## config.mk

```make
export PLATFORM = sky130hd
export DESIGN_NAME = irq_status_hub
export DESIGN_NICKNAME = d
export VERILOG_FILES = /design/src/rtl/irqh_pkg.sv /design/src/rtl/irqh_decode.sv /design/src/rtl/irqh_w1c_reg.sv /design/src/rtl/irqh_level_out.sv /design/src/rtl/irq_status_hub.sv
export SDC_FILE = /design/constraint.sdc
export NUM_CORES = 1
export LEC_CHECK = 0
export BUFFER_PORTS_ARGS = -buffer_cell sky130_fd_sc_hd__buf_2
export CORE_UTILIZATION = 51
export CTS_CLUSTER_DIAMETER = 40
export DETAILED_ROUTE_END_ITERATION = 10
export PLACE_DENSITY_LB_ADDON = 0.25
export SKIP_CTS_REPAIR_TIMING = 1
export SKIP_LAST_GASP = 1
export SYNTH_ARGS = -nofsm -noshare
export SYNTH_HDL_FRONTEND = slang
export SYNTH_SLANG_ARGS = --single-unit
```

## constraint.sdc

```tcl
create_clock -name clk -period 2.75 [get_ports clk]
set_input_delay 0.275 -clock clk [delete_from_list [all_inputs] [get_ports clk]]
set_output_delay 0.275 -clock clk [all_outputs]
set_load 0.005 [all_outputs]
```

## src/rtl/irqh_pkg.sv

```systemverilog
package irqh_pkg;
    localparam int ADDR_W = 16;
    localparam int DATA_W = 32;
    localparam int HALF_W = DATA_W / 2;

    localparam logic [ADDR_W-1:0] OFS_MAIN_STAT = 16'hF000;
    localparam logic [ADDR_W-1:0] OFS_MAIN_MASK = 16'hF010;
    localparam logic [ADDR_W-1:0] OFS_DMA_WORD  = 16'hE010;
    localparam logic [ADDR_W-1:0] OFS_FLAGS     = 16'hF230;

    typedef enum logic [2:0] {
        SEL_NONE,
        SEL_MAIN_STAT,
        SEL_MAIN_MASK,
        SEL_DMA_WORD,
        SEL_FLAGS
    } reg_sel_e;

    typedef struct packed {
        logic main_stat;
        logic main_mask;
        logic dma_word;
        logic flags;
    } wr_hits_t;

    function automatic reg_sel_e decode_ofs(input logic [ADDR_W-1:0] ofs);
        case (ofs)
            OFS_MAIN_STAT: return SEL_MAIN_STAT;
            OFS_MAIN_MASK: return SEL_MAIN_MASK;
            OFS_DMA_WORD:  return SEL_DMA_WORD;
            OFS_FLAGS:     return SEL_FLAGS;
            default:       return SEL_NONE;
        endcase
    endfunction
endpackage

```

## src/rtl/irqh_decode.sv

```systemverilog
module irqh_decode
    import irqh_pkg::*;
(
    input  logic              wr_en,
    input  logic [ADDR_W-1:0] wr_addr,
    input  logic [ADDR_W-1:0] rd_addr,
    output wr_hits_t          hits,
    output reg_sel_e          rd_sel
);
    reg_sel_e wr_sel;

    always_comb begin
        wr_sel = decode_ofs(wr_addr);
        rd_sel = decode_ofs(rd_addr);
        hits.main_stat = wr_en && (wr_sel == SEL_MAIN_STAT);
        hits.main_mask = wr_en && (wr_sel == SEL_MAIN_MASK);
        hits.dma_word  = wr_en && (wr_sel == SEL_DMA_WORD);
        hits.flags     = wr_en && (wr_sel == SEL_FLAGS);
    end
endmodule

```

## src/rtl/irqh_w1c_reg.sv

```systemverilog
module irqh_w1c_reg #(
    parameter int W = 32
) (
    input  logic         clk,
    input  logic         rst,
    input  logic [W-1:0] set_i,
    input  logic         clr_we,
    input  logic [W-1:0] clr_i,
    output logic [W-1:0] q,
    output logic [W-1:0] nxt
);
    logic [W-1:0] clr_eff;

    always_comb begin
        clr_eff = clr_we ? clr_i : '0;
        // event set takes priority over a same-edge clear
        nxt = (q & ~clr_eff) | set_i;
    end

    always_ff @(posedge clk) begin
        if (rst) q <= '0;
        else     q <= nxt;
    end
endmodule

```

## src/rtl/irqh_level_out.sv

```systemverilog
module irqh_level_out #(
    parameter int  W        = 32,
    parameter bit  USE_MASK = 1'b1
) (
    input  logic         clk,
    input  logic         rst,
    input  logic [W-1:0] stat_nxt,
    input  logic [W-1:0] mask_nxt,
    output logic         irq
);
    logic pending;

    generate
        if (USE_MASK) begin : g_masked
            assign pending = |(stat_nxt & mask_nxt);
        end else begin : g_plain
            logic [W-1:0] unused_mask;
            assign unused_mask = mask_nxt;
            assign pending = |stat_nxt;
        end
    endgenerate

    always_ff @(posedge clk) begin
        if (rst) irq <= 1'b0;
        else     irq <= pending;
    end
endmodule

```

## src/rtl/irq_status_hub.sv

```systemverilog
module irq_status_hub
    import irqh_pkg::*;
(
    input  logic              clk,
    input  logic              rst,
    input  logic              wr_en,
    input  logic [ADDR_W-1:0] wr_addr,
    input  logic [DATA_W-1:0] wr_data,
    input  logic [ADDR_W-1:0] rd_addr,
    output logic [DATA_W-1:0] rd_data,
    input  logic [DATA_W-1:0] main_evt,
    input  logic [HALF_W-1:0] dma_evt,
    input  logic [DATA_W-1:0] flag_evt,
    input  logic              dma_mask_we,
    input  logic [HALF_W-1:0] dma_mask_in,
    output logic              main_irq,
    output logic              dma_irq,
    output logic              flag_irq
);
    wr_hits_t hits;
    reg_sel_e rd_sel;

    logic [DATA_W-1:0] main_stat, main_stat_nxt;
    logic [DATA_W-1:0] main_mask, main_mask_nxt;
    logic [HALF_W-1:0] dma_stat, dma_stat_nxt;
    logic [HALF_W-1:0] dma_mask, dma_mask_nxt;
    logic [DATA_W-1:0] flags, flags_nxt;

    irqh_decode u_dec (
        .wr_en  (wr_en),
        .wr_addr(wr_addr),
        .rd_addr(rd_addr),
        .hits   (hits),
        .rd_sel (rd_sel)
    );

    irqh_w1c_reg #(.W(DATA_W)) u_main (
        .clk(clk), .rst(rst), .set_i(main_evt),
        .clr_we(hits.main_stat), .clr_i(wr_data),
        .q(main_stat), .nxt(main_stat_nxt)
    );

    irqh_w1c_reg #(.W(HALF_W)) u_dma (
        .clk(clk), .rst(rst), .set_i(dma_evt),
        .clr_we(hits.dma_word), .clr_i(wr_data[HALF_W-1:0]),
        .q(dma_stat), .nxt(dma_stat_nxt)
    );

    irqh_w1c_reg #(.W(DATA_W)) u_flags (
        .clk(clk), .rst(rst), .set_i(flag_evt),
        .clr_we(hits.flags), .clr_i(wr_data),
        .q(flags), .nxt(flags_nxt)
    );

    // mask registers: main is plain read/write, DMA half only via strobe
    always_comb begin
        main_mask_nxt = hits.main_mask ? wr_data : main_mask;
        dma_mask_nxt  = dma_mask_we ? dma_mask_in : dma_mask;
    end

    always_ff @(posedge clk) begin
        if (rst) begin
            main_mask <= '0;
            dma_mask  <= '0;
        end else begin
            main_mask <= main_mask_nxt;
            dma_mask  <= dma_mask_nxt;
        end
    end

    irqh_level_out #(.W(DATA_W), .USE_MASK(1'b1)) u_irq_main (
        .clk(clk), .rst(rst), .stat_nxt(main_stat_nxt),
        .mask_nxt(main_mask_nxt), .irq(main_irq)
    );

    irqh_level_out #(.W(HALF_W), .USE_MASK(1'b1)) u_irq_dma (
        .clk(clk), .rst(rst), .stat_nxt(dma_stat_nxt),
        .mask_nxt(dma_mask_nxt), .irq(dma_irq)
    );

    irqh_level_out #(.W(DATA_W), .USE_MASK(1'b0)) u_irq_flag (
        .clk(clk), .rst(rst), .stat_nxt(flags_nxt),
        .mask_nxt('0), .irq(flag_irq)
    );

    always_comb begin
        case (rd_sel)
            SEL_MAIN_STAT: rd_data = main_stat;
            SEL_MAIN_MASK: rd_data = main_mask;
            SEL_DMA_WORD:  rd_data = {dma_mask, dma_stat};
            SEL_FLAGS:     rd_data = flags;
            default:       rd_data = '0;
        endcase
    end
endmodule

```

==> results.tsv, run 1 <==
stage	metric	value	unit
timing	Final Hold Vio Count	0	
floorplan	die height	111	um
placed_design	Setup WS pre-CTS	-80.3	ps
critical_path	CP Cell Sequence	buf_2, nor4_4, and4_2, buf_12, nand3_1, a21oi_1, nand4_1, nor4_1, buf_4, a41oi_1	
min_path	Hold Crit Depth	3	
critical_path	Setup CP Type	input port to flop	
synthesis	Cell variety after synth	52	
critical_path	max incr delay on CP	470	ps
global_route	gr usage total	35.2	%
timing	Clock Skew	9.13	ps
placed_design	DP Wirelength	15800	um
floorplan	Initial Util	52.4	%
layout	most frequent cells in the layout	197 x buf_2, 131 x dfxtp_1, 111 x nor2_1	
timing	Slew HR	50.7	%
timing	RSZ-0062 raised after global routing	no	
timing	Final Hold Slack	89.5	ps
placed_design	Post-DP Area	0.00715	mm^2
synthesis	register area share after synthesis	43.7	%
critical_path	reg-to-reg endpoint	u_irq_flag.irq$_SDFF_PP0_	
routing	DR WL met2	10300	um
routing	DR vias/cell	6.23	
synthesis	Avg Cell Area, Syn	8.43	um^2
cts	Clock Sink Count	131	
routing	DRC Markers	0	
min_path	Hold/Removal Path Class	input port to flop	
synthesis	Synth Register Bits	131	
min_path	WHS Endpoint	u_flags.q[30]$_SDFF_PP0_	
power_and_ir_drop	Lkg Pwr	3.33	nW
routing	routed len/inst	20.7	um
floorplan	die width	111	um
global_route	initial antenna violation count	0	
timing	max-slew violation count	0	
job	max-cap violations	0	
synthesis	Post-synth ARST share	0	%
timing	Tcrit/Tclk final	92.3	%
power_and_ir_drop	peak supply drop	0.420	mV
synthesis	Synth Flop Type	dfxtp_1	
timing	Max Fclk	394	MHz
critical_path	Crit Path Max Fanout	39	
synthesis	EDFF count, synth	0	
cts	TritonCTS clock tree	built	
global_route	largest net degree at the start of global routing	67	
critical_path	worst r2r src	u_flags.q[8]$_SDFF_PP0_	
routing	initial DRC count	721	
routing	DR WL met3	2180	um
cts	Max clock buf depth	2	
global_route	vias in the first global route	6479	
layout	Final Instance Area	0.00771	mm^2
cts	Clock Latency Late Sink	410	ps
cts	clk slew on worst S/H paths	50	ps
synthesis	top post-synthesis cells by area	dfxtp_1 44%, a22oi_1 8.0%, nor2_1 7.0%	
timing	count of final setup violators	0	
global_route	grt total ovfl	0	
floorplan	FP Rows	39	
layout	share of layout cells above drive strength 1	29.2	%
routing	drt first pass iters	6	
critical_path	Crit path max-delay family	simple AND/OR/NAND/NOR gates	
synthesis	Mapped Cells	712	
power_and_ir_drop	PD cells	603	mW/mm^2
floorplan	DIE AREA	0.0122	mm^2
critical_path	worst reg2reg setup slack	930	ps
layout	Final nets	1065	
global_route	first-pass GRT wire length	33400	um
placed_design	GP Congestion	0.888	
critical_path	slowest stage cell, crit path	nor4_1	
critical_path	Worst EP required	2990	ps
layout	Syn-to-layout area delta	28.5	%
outcome	status	complete, no violations	
critical_path	Register-to-Register Path Depth	5	
placed_design	PortBufs	198	
routing	M1 wire length	8750	um
critical_path	CP arrival	2780	ps
floorplan	CORE AREA	0.0115	mm^2
routing	Routed Antenna Nets	0	
cts	H-tree Lvls	4	
synthesis	Syn Nets	876	
cts	Root Driver	clkbuf_16	
routing	highest metal used	met4	
timing	Setup WS post-layout	210	ps
synthesis	Post-Syn Area	0.00600	mm^2
floorplan	I/O pin total	199	
critical_path	Crit. End Element	flop	
routing	final WL	21800	um
synthesis	top cell type's share of synthesized area	43.7	%
min_path	critical hold path startpoint	flag_evt[30]	
timing	Worst Max-Slew Pin Slew	740	ps
routing	DR vias	6584	
timing	min Tclk post-route	2540	ps
synthesis	Warnings, synthesis	0	
critical_path	Worst setup SP type	input port	
layout	commonest non-fill, non-tap cell in the layout	buf_2	
layout	ANT cells	0	
synthesis	cell taking the most area after synthesis	dfxtp_1	
cts	Inserted Clock Buffers	17	
critical_path	Worst Path Buf+Inv	3	
==> synthesized netlist by cell type (2+ instances only) <==
library cell and instances:
a21oi_1 80, o21ai_0 14, or4_1 3, a22oi_1 64, clkbuf_8 2, a21o_1 2, nor4_1 6, mux2i_1 32
nor3b_1 2, dfxtp_1 131, a41oi_1 2, clkbuf_1 35, nand2_1 47, nand3_1 56, nand4_1 5, o32ai_1 14
nor2_1 112, nand2b_1 29, nor3_1 5, buf_1 2, buf_6 6, o22ai_1 28, and4_1 3, nor2b_1 2
o21ai_1 2, buf_2 2
==> area by class of cell <==
cell class | instances | area [um^2]
Fill cell | 976 | 3750
Multi-Input combinational cell | 531 | 3120
Sequential cell | 131 | 2620
Timing Repair Buffer | 220 | 1220
Clock buffer | 21 | 460
Tap cell | 143 | 179
Clock inverter | 10 | 109
==> cell families (layout without fill, tap and decap cells) <==
family                 Yosys count  after routing  synth area share [%]
AOI/OAI and AO/OA              213            213                  23.0
buffers and inverters           50            251                  4.61
DFF                            131            131                  43.7
muxes                           32             32                  5.33
and+or+nand+nor                286            286                  23.4
==> metal layers <==
metal	vias up	track usage [%]
li1	2991	-
met1	3118	43.5
met2	424	57.6
met3	51	9.33
met4	0	15.1
met5	-	0
==> stage by stage <==
stage                     util, %  cells  total power [mW]  TNS [ps]
after global placement       62.3   1025              2.49      -102
after detailed placement     62.3   1025              2.50     -80.3
final                        67.3   1056              4.65         0
after global routing         67.3   1056              4.79         0
after floorplan                 -    712              2.27         0
after CTS                    67.3   1056              4.65         0
==> sequential cells by signal (all words and copies together) (netlist names) <==
name and cells:
u_irq_dma.irq 1, u_main.q 32, u_irq_flag.irq 1, u_dma.q 16
main_mask 32, u_irq_main.irq 1, dma_mask 16, u_flags.q 32
==> power breakdown <==
| part | total (mW) | switching [mW] | internal (mW) |
|---|---|---|---|
| Combinational | 0.417 | 0.234 | 0.183 |
| Sequential | 2.06 | 0.0614 | 2.00 |
| Clock | 2.17 | 0.804 | 1.37 |
==> worst reg2reg max path, delay by kind of cell (launching register included) <==
family	cells	cell delay, ps
AO/OA/AOI/OAI	2	490
buffers and inverters	1	220
flip-flops	1	310
AND/OR/NAND/NOR	2	630
==> worst max path at each step <==
stage	start	end	slack [ps]	cells after the start
5_1_grt	wr_addr[1]	u_irq_flag.irq$_SDFF_PP0_	110	10
4_1_cts	rd_addr[1]	rd_data[6]	320	9
6_report	wr_addr[1]	u_irq_flag.irq$_SDFF_PP0_	210	10
3_3_place_gp	wr_addr[1]	u_irq_flag.irq$_SDFF_PP0_	-100	10
3_5_place_dp	wr_addr[1]	u_irq_flag.irq$_SDFF_PP0_	-80	10
2_1_floorplan	rd_addr[2]	rd_data[10]	550	7
Power figures use the tool's default switching activity.
==> run 2: changes to the inputs <==
Settings changed: CORE_ASPECT_RATIO set to 1.25.
==> results.tsv, run 2 (same netlist as run 1, synthesis figures left out) <==
stage	metric	value	unit
global_route	grt total ovfl	0	
floorplan	CORE AREA	0.0113	mm^2
routing	routed len/inst	20.5	um
job	max-cap violations	0	
timing	Tcrit/Tclk final	95.0	%
power_and_ir_drop	Lkg Pwr	3.34	nW
routing	Routed Antenna Nets	0	
power_and_ir_drop	Tot Pwr	4.74	mW
placed_design	DP Wirelength	15300	um
layout	biggest regs	main_mask (32), u_flags.q (32), u_main.q (32)	
cts	Max clock buf depth	2	
critical_path	CP arrival	2340	ps
routing	final WL	21500	um
placed_design	GP Congestion	0.912	
power_and_ir_drop	PD cells	612	mW/mm^2
layout	Final nets	1064	
global_route	gr usage total	35.4	%
layout	share of layout cells above drive strength 1	29.1	%
outcome	status	complete, no violations	
routing	DR vias/cell	6.34	
critical_path	Setup CP Type	input port to output port	
cts	clk slew on worst S/H paths	60	ps
timing	max-slew violation count	0	
layout	ANT cells	0	
floorplan	die height	123	um
timing	Max Fclk	383	MHz
layout	area occupied by multi-input gates	0.00312	mm^2
timing	Slew HR	46.3	%
critical_path	Crit path max-delay family	simple AND/OR/NAND/NOR gates	
global_route	largest net degree at the start of global routing	76	
global_route	initial antenna violation count	0	
cts	TritonCTS clock tree	built	
cts	Clock Sink Count	131	
cts	H-tree Lvls	4	
placed_design	PortBufs	198	
floorplan	DIE AREA	0.0122	mm^2
timing	Final Hold Vio Count	0	
timing	setup TNS	0	ps
layout	commonest non-fill, non-tap cell in the layout	buf_2	
critical_path	Crit. End Element	output port	
critical_path	Worst EP required	2480	ps
layout	Filler cells	939	
floorplan	FP Rows	43	
critical_path	CP Cell Sequence	buf_2, nor4b_1, nand3_1, or3_1, nor3b_2, buf_12, a22oi_1, nand2_1, buf_2	
cts	Clock Latency Late Sink	420	ps
layout	register area	0.00262	mm^2
critical_path	Worst setup SP type	input port	
cts	Root Driver	clkbuf_16	
routing	DRC Markers	0	
critical_path	cell mode on critical path	buf_2	
routing	DR vias	6644	
routing	drt first pass iters	5	
timing	min Tclk post-route	2610	ps
timing	RSZ-0062 raised after global routing	no	
floorplan	I/O pin total	199	
floorplan	die width	99.1	um
critical_path	Crit Path Max Fanout	32	
critical_path	max incr delay on CP	420	ps
layout	Syn-to-layout area delta	28.9	%
floorplan	Initial Util	53.1	%
timing	count of final setup violators	0	
timing	Clock Skew	5.45	ps
critical_path	Worst Path Buf+Inv	3	
global_route	first-pass GRT wire length	32700	um
global_route	vias in the first global route	6436	
cts	Inserted Clock Buffers	17	
min_path	Hold/Removal Path Class	input port to flop	
power_and_ir_drop	peak supply drop	0.412	mV
critical_path	slowest stage cell, crit path	or3_1	
layout	most frequent cells in the layout	197 x buf_2, 131 x dfxtp_1, 111 x nor2_1	
timing	Worst Max-Slew Pin Slew	806	ps
routing	initial DRC count	592	
==> run 2: changes by cell type in the layout (fill, tap and decap cells not counted) <==
cell	previous run	this run
clkbuf_8	2	1
buf_4	18	15
clkinv_2	5	6
clkbuf_1	2	3
buf_12	5	7
bufinv_16	2	3
clkinv_4	1	0
==> run 2: power by group <==
part	total (mW)	internal (mW)	switching, mW
clock network	2.26	1.44	0.825
logic	0.419	0.183	0.237
registers	2.06	2.00	0.0581
==> run 2: worst paths after layout <==
kind / startpoint / to / slack, ps / depth (start not counted)
worst min-delay path: flag_evt[30] / u_flags.q[30]$_SDFF_PP0_ / 70 / 3
worst max-delay path: rd_addr[2] / rd_data[16] / 140 / 9
worst max register to register: u_flags.q[11]$_SDFF_PP0_ / u_irq_flag.irq$_SDFF_PP0_ / 1000 / 5
worst min register to register: u_flags.q[27]$_SDFF_PP0_ / u_flags.q[27]$_SDFF_PP0_ / 510 / 2
==> run 2: metrics by stage <==
| stage | worst slack [ps] | area (um^2) | hold WS, ps | utilization, % | instances |
|---|---|---|---|---|---|
| CTS | 114 | 7740 | 75.3 | 68.5 | 1048 |
| detailed placement | 38.6 | 7150 | 494 | 63.3 | 1016 |
| global placement | 52.0 | 7150 | 489 | 63.3 | 1016 |
| finish | 138 | 7740 | 72.3 | 68.5 | 1048 |
| floorplan | 549 | 6000 | 400 | - | 712 |
| global route | 47.2 | 7740 | 80.4 | 68.5 | 1048 |
==> run 2: area by class of cell <==
| cell class | count | area share, % |
|---|---|---|
| clock inverter | 11 | 1.75 |
| multi-input combinational | 531 | 40.4 |
| clock buffer | 21 | 5.82 |
| timing repair buffer | 219 | 16.0 |
| tap | 135 | 2.18 |
| sequential | 131 | 33.9 |
==> run 2: tightest hold or removal path, cell delays in order <==
cell and delay [ps]:
buf_2 70, a21oi_1 40, nor2_1 70
==> run 2: routing by layer <==
layer / track usage, % / share of wire [%] / vias to the layer above / routed length, um
met5: 0 / 0 / - / 0
met4: 20.3 / 4.6 / 0 / 986
met3: 8.25 / 11 / 83 / 2300
met2: 59.2 / 47 / 479 / 10200
met1: 41.9 / 37 / 3102 / 8010
li1: - / - / 2980 / -
==> run 3: changes to the inputs <==
Clock period 2.75 ns to 2.65 ns, I/O delays scaled along.
==> results.tsv, run 3 (same netlist as run 1, synthesis figures left out) <==
stage	metric	value	unit
outcome	status	complete, no violations	
power_and_ir_drop	PD cells	648	mW/mm^2
timing	Tcrit/Tclk final	95.8	%
floorplan	I/O pin total	199	
layout	Non-Filler Instances	1050	
layout	most frequent cells in the layout	197 x buf_2, 131 x dfxtp_1, 111 x nor2_1	
timing	Max Fclk	394	MHz
layout	area occupied by multi-input gates	0.00312	mm^2
critical_path	Crit. End Element	output port	
power_and_ir_drop	register share of total power	42.2	%
cts	Max clock buf depth	2	
global_route	largest net degree at the start of global routing	56	
cts	TritonCTS clock tree	built	
layout	Filler cells	928	
cts	Inserted Clock Buffers	17	
global_route	vias in the first global route	6372	
routing	final WL	21500	um
cts	Clock Sink Count	131	
timing	Clock Skew	6.70	ps
routing	routed len/inst	20.5	um
critical_path	Register-to-Register Path Depth	5	
cts	clk slew on worst S/H paths	60	ps
routing	DR vias	6619	
power_and_ir_drop	logic gate share of total power	8.6	%
critical_path	Worst EP required	2380	ps
layout	register area	0.00262	mm^2
routing	DRC Markers	0	
critical_path	reg-to-reg endpoint	u_irq_main.irq$_SDFF_PP0_	
power_and_ir_drop	P_sw	1.16	mW
global_route	GRT Max-Usage Layer	met2	
global_route	initial antenna violation count	0	
placed_design	PortBufs	198	
timing	count of final setup violators	0	
timing	Setup WS post-layout	112	ps
timing	max-slew violation count	0	
layout	Syn-to-layout area delta	30.1	%
placed_design	DP Wirelength	15200	um
routing	DR vias/cell	6.30	
global_route	GR Layer Usage met2	58.5	%
critical_path	Worst setup SP type	input port	
timing	Slew HR	54.9	%
floorplan	die height	123	um
cts	Clock Latency Late Sink	420	ps
cts	H-tree Lvls	4	
floorplan	FP Rows	43	
placed_design	Post-DP Area	0.00719	mm^2
critical_path	worst r2r src	u_main.q[29]$_SDFF_PP0_	
timing	Worst Max-Slew Pin Slew	677	ps
global_route	gr usage total	35.2	%
timing	Final Hold Vio Count	0	
critical_path	Setup CP Type	input port to output port	
layout	Final Instance Area	0.00781	mm^2
routing	initial DRC count	752	
critical_path	worst reg2reg setup slack	950	ps
floorplan	DIE AREA	0.0122	mm^2
routing	Routed Antenna Nets	0	
layout	Final nets	1067	
global_route	M1 GR Usage	42.9	%
power_and_ir_drop	Power Internal	3.90	mW
layout	share of layout cells above drive strength 1	29.5	%
layout	commonest non-fill, non-tap cell in the layout	buf_2	
min_path	critical hold path startpoint	flag_evt[27]	
power_and_ir_drop	Lkg Pwr	3.37	nW
floorplan	die width	99.1	um
layout	ANT cells	0	
layout	biggest regs	main_mask (32), u_flags.q (32), u_main.q (32)	
floorplan	CORE AREA	0.0113	mm^2
routing	drt first pass iters	8	
min_path	Hold Crit Depth	3	
global_route	grt total ovfl	0	
min_path	WHS Endpoint	u_flags.q[27]$_SDFF_PP0_	
timing	min Tclk post-route	2540	ps
critical_path	Crit Path Max Fanout	32	
global_route	first-pass GRT wire length	32700	um
global_route	grt met3 use	7.12	%
floorplan	Initial Util	53.1	%
placed_design	GP Congestion	0.894	
critical_path	CP arrival	2270	ps
job	max-cap violations	0	
min_path	Hold/Removal Path Class	input port to flop	
placed_design	# placed instances	1019	
power_and_ir_drop	clock power share	49.2	%
power_and_ir_drop	Sw Ratio	23.0	%
placed_design	Setup WS pre-CTS	-9.06	ps
cts	Root Driver	clkbuf_16	
power_and_ir_drop	peak supply drop	0.431	mV
timing	RSZ-0062 raised after global routing	no	
[run 3: final cells by class]
cell class,count,share of cell area [%]
multi-input cells,531,40.0
repair buffers,222,16.3
clock inverters,10,1.99
well taps,135,2.16
clock buffers,21,6.02
flip-flops and latches,131,33.6
[run 3: worst max path at each step]
stage | startpoint | endpoint | slack [ps] | depth (start not counted)
after global routing | rd_addr[2] | rd_data[30] | 20 | 9
after floorplan | rd_addr[2] | rd_data[10] | 470 | 7
after CTS | rd_addr[2] | rd_data[30] | 80 | 9
final | rd_addr[2] | rd_data[30] | 110 | 9
after detailed placement | wr_addr[1] | u_irq_flag.irq$_SDFF_PP0_ | -9 | 10
after global placement | wr_addr[1] | u_irq_flag.irq$_SDFF_PP0_ | 50 | 10
[run 3: metal layers]
layer	up-vias	part of all wire, %	wire [um]
met4	0	5.4	1150
met5	-	0	0
li1	2987	-	-
met2	490	47	10100
met3	89	11	2360
met1	3053	37	7930
[run 3: stage by stage]
step / util [%] / hold WS [ps] / total power [mW] / TNS (ps)
4_1_cts: 69.2 / 63.5 / 5.05 / 0
2_1_floorplan: - / 390 / 2.35 / 0
5_1_grt: 69.2 / 81.7 / 5.18 / 0
3_3_place_gp: 63.6 / 485 / 2.58 / 0
6_report: 69.2 / 64.7 / 5.06 / 0
3_5_place_dp: 63.6 / 496 / 2.60 / -13.4
[run 3: worst max-delay path: stages]
cell	delay, ps
buf_2	100
nor4b_1	390
nand3_1	170
or3_1	420
nor3b_2	280
buf_12	250
a22oi_1	120
nand2_1	150
buf_2	120
[run 3: power by group through the flow]
stage,Sequential [mW],Clock [mW],Combinational (mW)
finish,2.14,2.49,0.436
CTS,2.13,2.49,0.428
global placement,2.17,0,0.414
floorplan,2.15,0,0.199
detailed placement,2.17,0,0.424
global route,2.14,2.56,0.468
